[src/rtl/adc_trig_pkg.sv]
package adc_trig_pkg;

    localparam int CFG_W = 4;

    // packed MSB first: scan is bit 3, trig_en is bit 0
    typedef struct packed {
        logic scan;
        logic polarity;
        logic level_mode;
        logic trig_en;
    } cfg_t;

    typedef enum logic {
        S_IDLE = 1'b0,
        S_RUN  = 1'b1
    } seq_state_e;

endpackage

[src/rtl/trig_sync.sv]
module trig_sync #(
    parameter int STAGES = 2
) (
    input  logic clk,
    input  logic rst_n,
    input  logic pin,
    output logic pin_s
);
    localparam int LAST = STAGES - 1;

    logic [LAST:0] chain_d, chain_q;

    generate
        if (STAGES == 1) begin : g_one
            always_comb chain_d = pin;
        end else begin : g_many
            always_comb chain_d = {chain_q[LAST-1:0], pin};
        end
    endgenerate

    always_ff @(posedge clk or negedge rst_n) begin
        if (!rst_n) chain_q <= '0;
        else        chain_q <= chain_d;
    end

    assign pin_s = chain_q[LAST];
endmodule

[src/rtl/trig_qualify.sv]
module trig_qualify (
    input  logic clk,
    input  logic rst_n,
    input  logic pin_s,
    input  logic polarity,
    output logic act_edge,
    output logic act_level
);
    logic prev_d, prev_q;

    always_comb begin
        prev_d    = pin_s;
        act_edge  = polarity ? (pin_s & ~prev_q) : (~pin_s & prev_q);
        act_level = (pin_s == polarity);
    end

    always_ff @(posedge clk or negedge rst_n) begin
        if (!rst_n) prev_q <= 1'b0;
        else        prev_q <= prev_d;
    end


    edge_gap_chk: assert property (@(posedge clk) disable iff (!rst_n)
        act_edge |=> (!act_edge || !$stable(polarity)));
endmodule

[src/rtl/adc_seq_fsm.sv]
module adc_seq_fsm
    import adc_trig_pkg::*;
(
    input  logic clk,
    input  logic rst_n,
    input  logic cfg_wr,
    input  cfg_t cfg_in,
    input  logic sw_start,
    input  logic seq_done,
    input  logic ovr_clr,
    input  logic act_edge,
    input  logic act_level,
    output logic polarity,
    output logic seq_start,
    output logic busy,
    output logic trig_ovr
);
    typedef struct packed {
        seq_state_e state;
        cfg_t       cfg;
        logic       cont;
        logic       start;
        logic       ovr;
    } regs_t;

    localparam regs_t REGS_RST = '{state: S_IDLE, cfg: '0, cont: 1'b0, start: 1'b0, ovr: 1'b0};

    regs_t cr_q, nx_d;
    logic  done_ok, again, fire, ovr_set;

    always_comb begin
        nx_d    = cr_q;
        nx_d.start = 1'b0;
        done_ok = seq_done && !cr_q.start;
        again   = cr_q.cfg.trig_en ? (cr_q.cfg.level_mode && act_level) : cr_q.cont;
        fire    = cr_q.cfg.level_mode ? act_level : act_edge;
        ovr_set = 1'b0;
        if (cfg_wr) begin
            nx_d.cfg   = cfg_in;
            nx_d.state = S_IDLE;
            nx_d.cont  = 1'b0;
        end else begin
            case (cr_q.state)
                S_IDLE: begin
                    if (!cr_q.cfg.trig_en) begin
                        if (sw_start || cr_q.cont) begin
                            nx_d.start = 1'b1;
                            nx_d.state = S_RUN;
                            nx_d.cont  = cr_q.cont | cr_q.cfg.scan;
                        end
                    end else if (fire) begin
                        nx_d.start = 1'b1;
                        nx_d.state = S_RUN;
                    end
                end
                S_RUN: begin
                    ovr_set = cr_q.cfg.trig_en && !cr_q.cfg.level_mode && act_edge;
                    if (done_ok) begin
                        if (again) nx_d.start = 1'b1;
                        else       nx_d.state = S_IDLE;
                    end
                end
                default: nx_d.state = S_IDLE;
            endcase
        end
        if (ovr_set)      nx_d.ovr = 1'b1;
        else if (ovr_clr) nx_d.ovr = 1'b0;
    end

    always_ff @(posedge clk or negedge rst_n) begin
        if (!rst_n) cr_q <= REGS_RST;
        else        cr_q <= nx_d;
    end

    assign polarity  = cr_q.cfg.polarity;
    assign seq_start = cr_q.start;
    assign busy      = (cr_q.state == S_RUN);
    assign trig_ovr  = cr_q.ovr;


    start_single_chk: assert property (@(posedge clk) disable iff (!rst_n)
        seq_start |=> !seq_start);

    start_gap_chk: assert property (@(posedge clk) disable iff (!rst_n)
        (busy && !seq_done) |=> !seq_start);

    abort_idle_chk: assert property (@(posedge clk) disable iff (!rst_n)
        cfg_wr |=> (!busy && !seq_start));

    ovr_hold_chk: assert property (@(posedge clk) disable iff (!rst_n)
        (trig_ovr && !ovr_clr) |=> trig_ovr);

    ovr_idle_chk: assert property (@(posedge clk) disable iff (!rst_n)
        (!trig_ovr && !busy) |=> !trig_ovr);

    level_no_ovr_chk: assert property (@(posedge clk) disable iff (!rst_n)
        (cr_q.cfg.level_mode && !trig_ovr) |=> !trig_ovr);

    sw_ignored_chk: assert property (@(posedge clk) disable iff (!rst_n)
        (cr_q.cfg.trig_en && !busy && !act_edge && !act_level) |=> !seq_start);

    start_busy_chk: assert property (@(posedge clk) disable iff (!rst_n)
        seq_start |-> busy);
endmodule

[src/rtl/adc_trig_seq.sv]
module adc_trig_seq
    import adc_trig_pkg::*;
#(
    parameter int SYNC_STAGES = 2
) (
    input  logic             clk,
    input  logic             rst_n,
    input  logic             cfg_wr,
    input  logic [CFG_W-1:0] cfg_word,
    input  logic             sw_start,
    input  logic             ext_trig,
    input  logic             seq_done,
    input  logic             ovr_clr,
    output logic             seq_start,
    output logic             busy,
    output logic             trig_ovr
);
    logic pin_s, act_edge, act_level, polarity;

    trig_sync #(.STAGES(SYNC_STAGES)) u_sync (
        .clk(clk), .rst_n(rst_n), .pin(ext_trig), .pin_s(pin_s)
    );

    trig_qualify u_qual (
        .clk(clk), .rst_n(rst_n), .pin_s(pin_s), .polarity(polarity),
        .act_edge(act_edge), .act_level(act_level)
    );

    adc_seq_fsm u_fsm (
        .clk(clk), .rst_n(rst_n), .cfg_wr(cfg_wr), .cfg_in(cfg_t'(cfg_word)),
        .sw_start(sw_start), .seq_done(seq_done), .ovr_clr(ovr_clr),
        .act_edge(act_edge), .act_level(act_level), .polarity(polarity),
        .seq_start(seq_start), .busy(busy), .trig_ovr(trig_ovr)
    );
endmodule

[config.mk]
export PLATFORM = sky130hd
export DESIGN_NAME = adc_trig_seq
export DESIGN_NICKNAME = d
export VERILOG_FILES = /design/src/rtl/adc_trig_pkg.sv /design/src/rtl/trig_sync.sv /design/src/rtl/trig_qualify.sv /design/src/rtl/adc_seq_fsm.sv /design/src/rtl/adc_trig_seq.sv
export SDC_FILE = /design/constraint.sdc
export NUM_CORES = 1
export LEC_CHECK = 0
export ABC_AREA = 1
export BUFFER_PORTS_ARGS = -buffer_cell sky130_fd_sc_hd__buf_2
export CAP_MARGIN = 15
export CORE_AREA = 2 2 43 45
export CTS_CLUSTER_SIZE = 24
export DETAILED_ROUTE_END_ITERATION = 7
export DIE_AREA = 0 0 45 47
export PLACE_DENSITY = 0.58
export SLEW_MARGIN = 20
export SYNTH_ARGS = -nofsm -noshare
export SYNTH_HDL_FRONTEND = slang
export SYNTH_SLANG_ARGS = --single-unit
[constraint.sdc]
create_clock -name clk -period 0.95 [get_ports clk]
set_input_delay 0.095 -clock clk [delete_from_list [all_inputs] [get_ports clk]]
set_output_delay 0.095 -clock clk [all_outputs]
set_load 0.05 [all_outputs]
==> reports/metrics.cfg, run 1 <==
[outcome]
outcome=complete, but fails checks
violations=hold timing, setup timing

[clocking]
numCtsBuffers=3
cts_max_level=1
clock-sinks=11
clockBufferDepth=2
clk_latency_ps=260
cts-root-buf=clkbuf_4
cts_tree=built
clkTransAtPathRegs_ps=70

[detailed_routing]
viasPerCell=4.26
first_pass_iters=2
drc=0
wl_per_cell_um=8.85
ant_nets=0
drt-total-wl_um=832
drtIter0Drc=6
vias=400

[sta]
tightestPinTransition_ps=246
hold-worst-slack_ps=-0.978
finalCriticalPeriod_ps=1010
setup_tns_ps=-155
fmax_ghz=0.993
drv_slew=0
fin_crit_sh_pct=106
hold_viol=1
fin_skew_ps=0.845
timing.final.ws_setup_ps=-56.9
grt_setup_unrepaired=true
final-setup-viol-count=3
relSlewSlack_pct=83.6

[global_route]
antenna_found_initial=0
grt_most_used_layer=met2
grt_use_met2_pct=13.1
globalRouteTotalUtil_pct=9.36
grt_first_pass_wirelength_um=1380
grt_max_degree=12
met3_usage_pct=2.69
grt_use_met1_pct=12.2
overflow=0
grt_pass1_vias=344

[layout]
stdcell_count=94
num_antenna_cells=0
fin_area_sq_um=643
syn_to_final_growth_pct=36.3
fin_nets=89
fin_util_pct=38.9
layout-drive-gt1-share_pct=37.7

[die]
die_w_um=45
dieArea_sq_mm=0.00212
start_util_pct=28.6
fp-row-count=15
core_area_sq_mm=0.00165
ios=14
die_y_um=47

[worst_setup_path]
critPathMaxFanout=6
worstPathArrival_ps=910
required_ps=850
crit_path_end_kind=output port
critPathMaxStageDelay_ps=450
path_cells=buf_4
crit_family=flip-flops
cp.buffers_inverters=1
crit_type=reg2out
critPathLaunchType=register
worst_path_max_delay_cell=dfrtp_2

[synth]
synth_top_area_cell=dfrtp_1
synth_cells=57
synth_nets=68
avgSynthCellArea_sq_um=8.28
syn_area_sq_um=472
synthTopCellsByCount=nand2_1 (16), dfrtp_1 (11), inv_1 (10)
synth_ff_type=dfrtp_1
ys_seq_elements=11
ys_warn_count=0
synth.most_common_cell=nand2_1
yosysTopAreaCellShare_pct=58.4
async_reset_ff_share_pct=100
seq_area_frac_synth_pct=58.4
ys_top_cells_by_area=dfrtp_1 (58%), nand2_1 (13%), inv_1 (8.0%)
synth_edf_count=0
yosysUniqueCellTypes=13

[placed_design]
place_hpwl_um=636
place_congestion=0.634
io_buffers=13
dpl-instance-area_sq_um=566
dp.cells=87
pre_cts_ws_ps=-72.9

[pwr]
vdd_drop_max_mv=0.592
leakagePower_uw=0.000342
p_per_area_mw_per_mm2=1670

[worst_hold_path]
hold_path_class=in2reg

[job]
drv_cap=0

==> layer usage <==
metal | vias up | share of wire [%]
li1 | 215 | -
met1 | 174 | 48
met2 | 9 | 45
met3 | 2 | 5.9
met4 | 0 | 1.2
met5 | - | 0
==> registers in the layout, summed over array words and instances (netlist names) <==
register and count:
u_qual.prev_q 1, u_sync.chain_q 2, u_fsm.busy 1, u_fsm.trig_ovr 1, u_fsm.cr_q 4, u_fsm.seq_start 1
u_fsm.polarity 1
==> path summary, 6_finish.rpt <==
path | slack (ps) | cells past startpoint | from | endpoint
worst max register to register | -60 | 6 | u_sync.chain_q[1]$_DFF_PN0_ | u_fsm.busy$_DFF_PN0_
min in group asynchronous | 230 | 2 | rst_n | u_fsm.trig_ovr$_DFFE_PN0P_
worst max-delay path | -60 | 1 | u_fsm.busy$_DFF_PN0_ | busy
max in group asynchronous | 510 | 2 | rst_n | u_fsm.busy$_DFF_PN0_
worst min register to register | 350 | 0 | u_sync.chain_q[0]$_DFF_PN0_ | u_sync.chain_q[1]$_DFF_PN0_
worst min-delay path | -1 | 2 | ovr_clr | u_fsm.trig_ovr$_DFFE_PN0P_
==> timing repair <==
item                                    in CTS  in global routing
hold buffers                                 2                  0
gates cloned                                 0                  0
endpoints found under the hold margin       12                  0
resized for setup                            4                  8
pin swaps                                    1                  3
buffers inserted                             1                  0
endpoints found under the setup margin       5                  7
==> stage by stage <==
step	hold WS [ps]	power, uW
2_1_floorplan	-201	675
3_3_place_gp	-22.3	737
3_5_place_dp	-18.5	742
4_1_cts	9.60	1080
5_1_grt	3.78	1140
6_report	-0.978	1080
==> report_power, final <==
| group | switching (uW) | internal [uW] | total [uW] |
|---|---|---|---|
| Clock | 147 | 162 | 309 |
| Combinational | 136 | 90.5 | 226 |
| Sequential | 32.2 | 508 | 541 |
==> cell type report <==
type	instances	area, sq um
inverters	11	41.3
fillers	186	1010
well taps	17	21.3
multi-input cells	34	165
repair buffers	17	111
flip-flops and latches	11	278
clock buffers	4	26.3
==> logic make-up after synthesis <==
group | share of synthesized area (%)
AOI/OAI and AO/OA | 9.55
buffers and inverters | 9.81
DFF | 58.4
and+or+nand+nor | 22.3
==> layout by cell type (no fill, tap or decap), types with 2 or more instances in the layout <==
cell,n
o21ai_1,3
inv_1,8
nor2_1,4
clkbuf_4,3
o21ai_0,2
nand2_1,14
nand2_2,3
dlygate4sd3_1,2
buf_4,4
nor2_2,2
inv_2,3
dfrtp_2,2
dfrtp_1,9
buf_2,10
Power figures use the tool's default switching activity.
==> inputs of run 2 (changes only) <==
--- a/config.mk
+++ b/config.mk
@@ -8,11 +8,12 @@
 export ABC_AREA = 1
 export BUFFER_PORTS_ARGS = -buffer_cell sky130_fd_sc_hd__buf_2
 export CAP_MARGIN = 15
-export CORE_AREA = 2 2 43 45
+export CORE_AREA = 2 2 39 41
+export CTS_BUF_LIST = sky130_fd_sc_hd__clkbuf_8
 export CTS_CLUSTER_SIZE = 24
 export DETAILED_ROUTE_END_ITERATION = 7
-export DIE_AREA = 0 0 45 47
-export PLACE_DENSITY = 0.58
+export DIE_AREA = 0 0 41 43
+export PLACE_DENSITY = 0.68
 export SLEW_MARGIN = 20
 export SYNTH_ARGS = -nofsm -noshare
 export SYNTH_HDL_FRONTEND = slang
==> reports/metrics.cfg, run 2 (synthesis gave the netlist of run 1 again) <==
[outcome]
outcome=complete, but fails checks
violations=setup timing

[sta]
fmax_ghz=0.968  ; -2.6%
fin_skew_ps=2.60  ; +1.75 ps
finalCriticalPeriod_ps=1030  ; +26.6 ps
hold_viol=0  ; -1
grt_setup_unrepaired=true
final-setup-viol-count=3  ; unchanged
fin_crit_sh_pct=109  ; +2.8 points
timing.final.ws_setup_ps=-83.5  ; -26.6 ps
relSlewSlack_pct=84.1  ; +0.48 points
tightestPinTransition_ps=239  ; -7.20 ps
drv_slew=0  ; unchanged

[die]
die_y_um=43  ; -8.5%
core_area_sq_mm=0.00138  ; -16%
ios=14  ; unchanged
dieArea_sq_mm=0.00176  ; -17%
die_w_um=41  ; -8.9%
start_util_pct=34.1  ; +5.5 points
fp-row-count=14  ; -1

[detailed_routing]
drc=0  ; unchanged
drtIter0Drc=2  ; -4
drt-total-wl_um=878  ; +5.5%
vias=411  ; +2.8%
viasPerCell=4.42  ; +3.9%
wl_per_cell_um=9.44  ; +6.7%
ant_nets=0  ; unchanged
first_pass_iters=4  ; +2

[worst_setup_path]
crit_type=reg2out
path_cells=buf_2
r2r_cells=8  ; +2
worst_path_max_delay_cell=dfrtp_2
crit_path_end_kind=output port
cp.buffers_inverters=1  ; unchanged
critPathMaxFanout=6  ; unchanged
critPathMaxStageDelay_ps=410  ; -40 ps
required_ps=850  ; about the same
crit_family=flip-flops
path_depth=1  ; unchanged
critPathLaunchType=register
worstPathArrival_ps=940  ; +30 ps

[layout]
multi_input_area_sq_um=160  ; -3.0%
layout_common_cells=nand2_1 (15), buf_2 (11), inv_1 (10)
layout-drive-gt1-share_pct=33.8  ; -3.9 points
syn_to_final_growth_pct=38.5
regMostFlops=u_fsm.cr_q
num_antenna_cells=0  ; unchanged
ff_latch_area_sq_um=278  ; unchanged
stdcell_count=93  ; -1.1%
fillers=145  ; -22%
fin_nets=89  ; unchanged
reg_top3=u_fsm.cr_q (4), u_sync.chain_q (2)
largest_reg_flops=4  ; unchanged
final_common_cell=nand2_1

[pwr]
power_switching_share_pct=28.3  ; -0.94 points
intPower_uw=877  ; +15%
vdd_drop_max_mv=0.692  ; +17%
p_per_area_mw_per_mm2=1870  ; +12%
combPwrFrac_pct=17.5  ; -3.5 points
clkPwrFrac_pct=38.1  ; +9.4 points
p_sw_uw=346  ; +10%
p_seq_share_pct=44.4  ; -5.9 points
leakagePower_uw=0.000353  ; +3.5%

[clocking]
clkTransAtPathRegs_ps=50  ; -20 ps
clock-sinks=11  ; unchanged
clk_latency_ps=240  ; -20 ps
cts_tree=built
clockBufferDepth=2  ; unchanged
cts_max_level=1  ; unchanged
numCtsBuffers=3  ; unchanged
cts-root-buf=clkbuf_8

[global_route]
grt_first_pass_wirelength_um=1360  ; -1.5%
globalRouteTotalUtil_pct=12.8  ; +3.5 points
grt_pass1_vias=339  ; -1.5%
overflow=0  ; unchanged
grt_max_degree=12  ; unchanged
grt_use_met2_pct=15.9  ; +2.8 points
grt_use_met1_pct=15.2  ; +3.0 points
met3_usage_pct=4.71  ; +2.0 points
antenna_found_initial=0  ; unchanged
grt_most_used_layer=met2

[placed_design]
place_hpwl_um=634  ; -0.36%
io_buffers=13  ; unchanged
place_congestion=0.681  ; +7.4%
dp.cells=86  ; -1.1%
pre_cts_ws_ps=-72.8  ; +0.114 ps

[worst_hold_path]
hold_depth=2  ; unchanged
hold_path_class=in2reg

[job]
drv_cap=0  ; unchanged

==> run 2: cell type report <==
cell class	count	area share [%]
inverters	11	6.32
multi-input cells	34	24.5
repair buffers	17	16.7
clock buffers	3	6.32
flip-flops and latches	11	42.5
clock inverters	1	0.575
well taps	16	3.07
==> run 2: path summary, 6_finish.rpt <==
path,end,slack (ps),startpoint
max,busy,-80,u_fsm.busy$_DFF_PN0_
min,u_fsm.trig_ovr$_DFFE_PN0P_,20,ovr_clr
max reg2reg,u_fsm.seq_start$_DFF_PN0_,-80,u_fsm.polarity$_DFFE_PN0P_
min reg2reg,u_sync.chain_q[1]$_DFF_PN0_,340,u_sync.chain_q[0]$_DFF_PN0_
max in group asynchronous,u_fsm.seq_start$_DFF_PN0_,490,rst_n
min in group asynchronous,u_fsm.busy$_DFF_PN0_,250,rst_n
==> run 2: repair_timing <==
item,CTS,global route
endpoints found under the hold margin,12,0
setup endpoints to repair,4,6
gates cloned,0,0
hold buffers,2,0
resized for setup,1,7
pin swaps,0,5
setup buffers,0,1
==> run 2: metal layers <==
layer | vias to the layer above | wire length (um)
met3 | 5 | 53
met2 | 14 | 395
met5 | - | 0
li1 | 215 | -
met4 | 0 | 45
met1 | 177 | 383
==> run 2: power by group through the flow <==
stage | registers, uW | clock network [uW] | logic, uW
after floorplan | 589 | 0 | 86.3
after global placement | 544 | 0 | 192
after detailed placement | 548 | 0 | 195
after CTS | 541 | 480 | 205
after global routing | 549 | 505 | 240
final | 543 | 466 | 214
==> run 2: metrics by stage <==
step | total power, uW | hold slack (ps) | cell area (sq um) | utilization [%] | setup TNS [ps]
final | 1220 | 22.9 | 653 | 47.2 | -207
after global routing | 1290 | 23.7 | 653 | 47.2 | -450
after CTS | 1230 | 39.3 | 632 | 45.7 | -249
after detailed placement | 743 | -22.1 | 564 | 40.8 | -128
after global placement | 736 | -24.8 | 564 | 40.8 | -63.4
after floorplan | 675 | -201 | 477 | - | -34.7
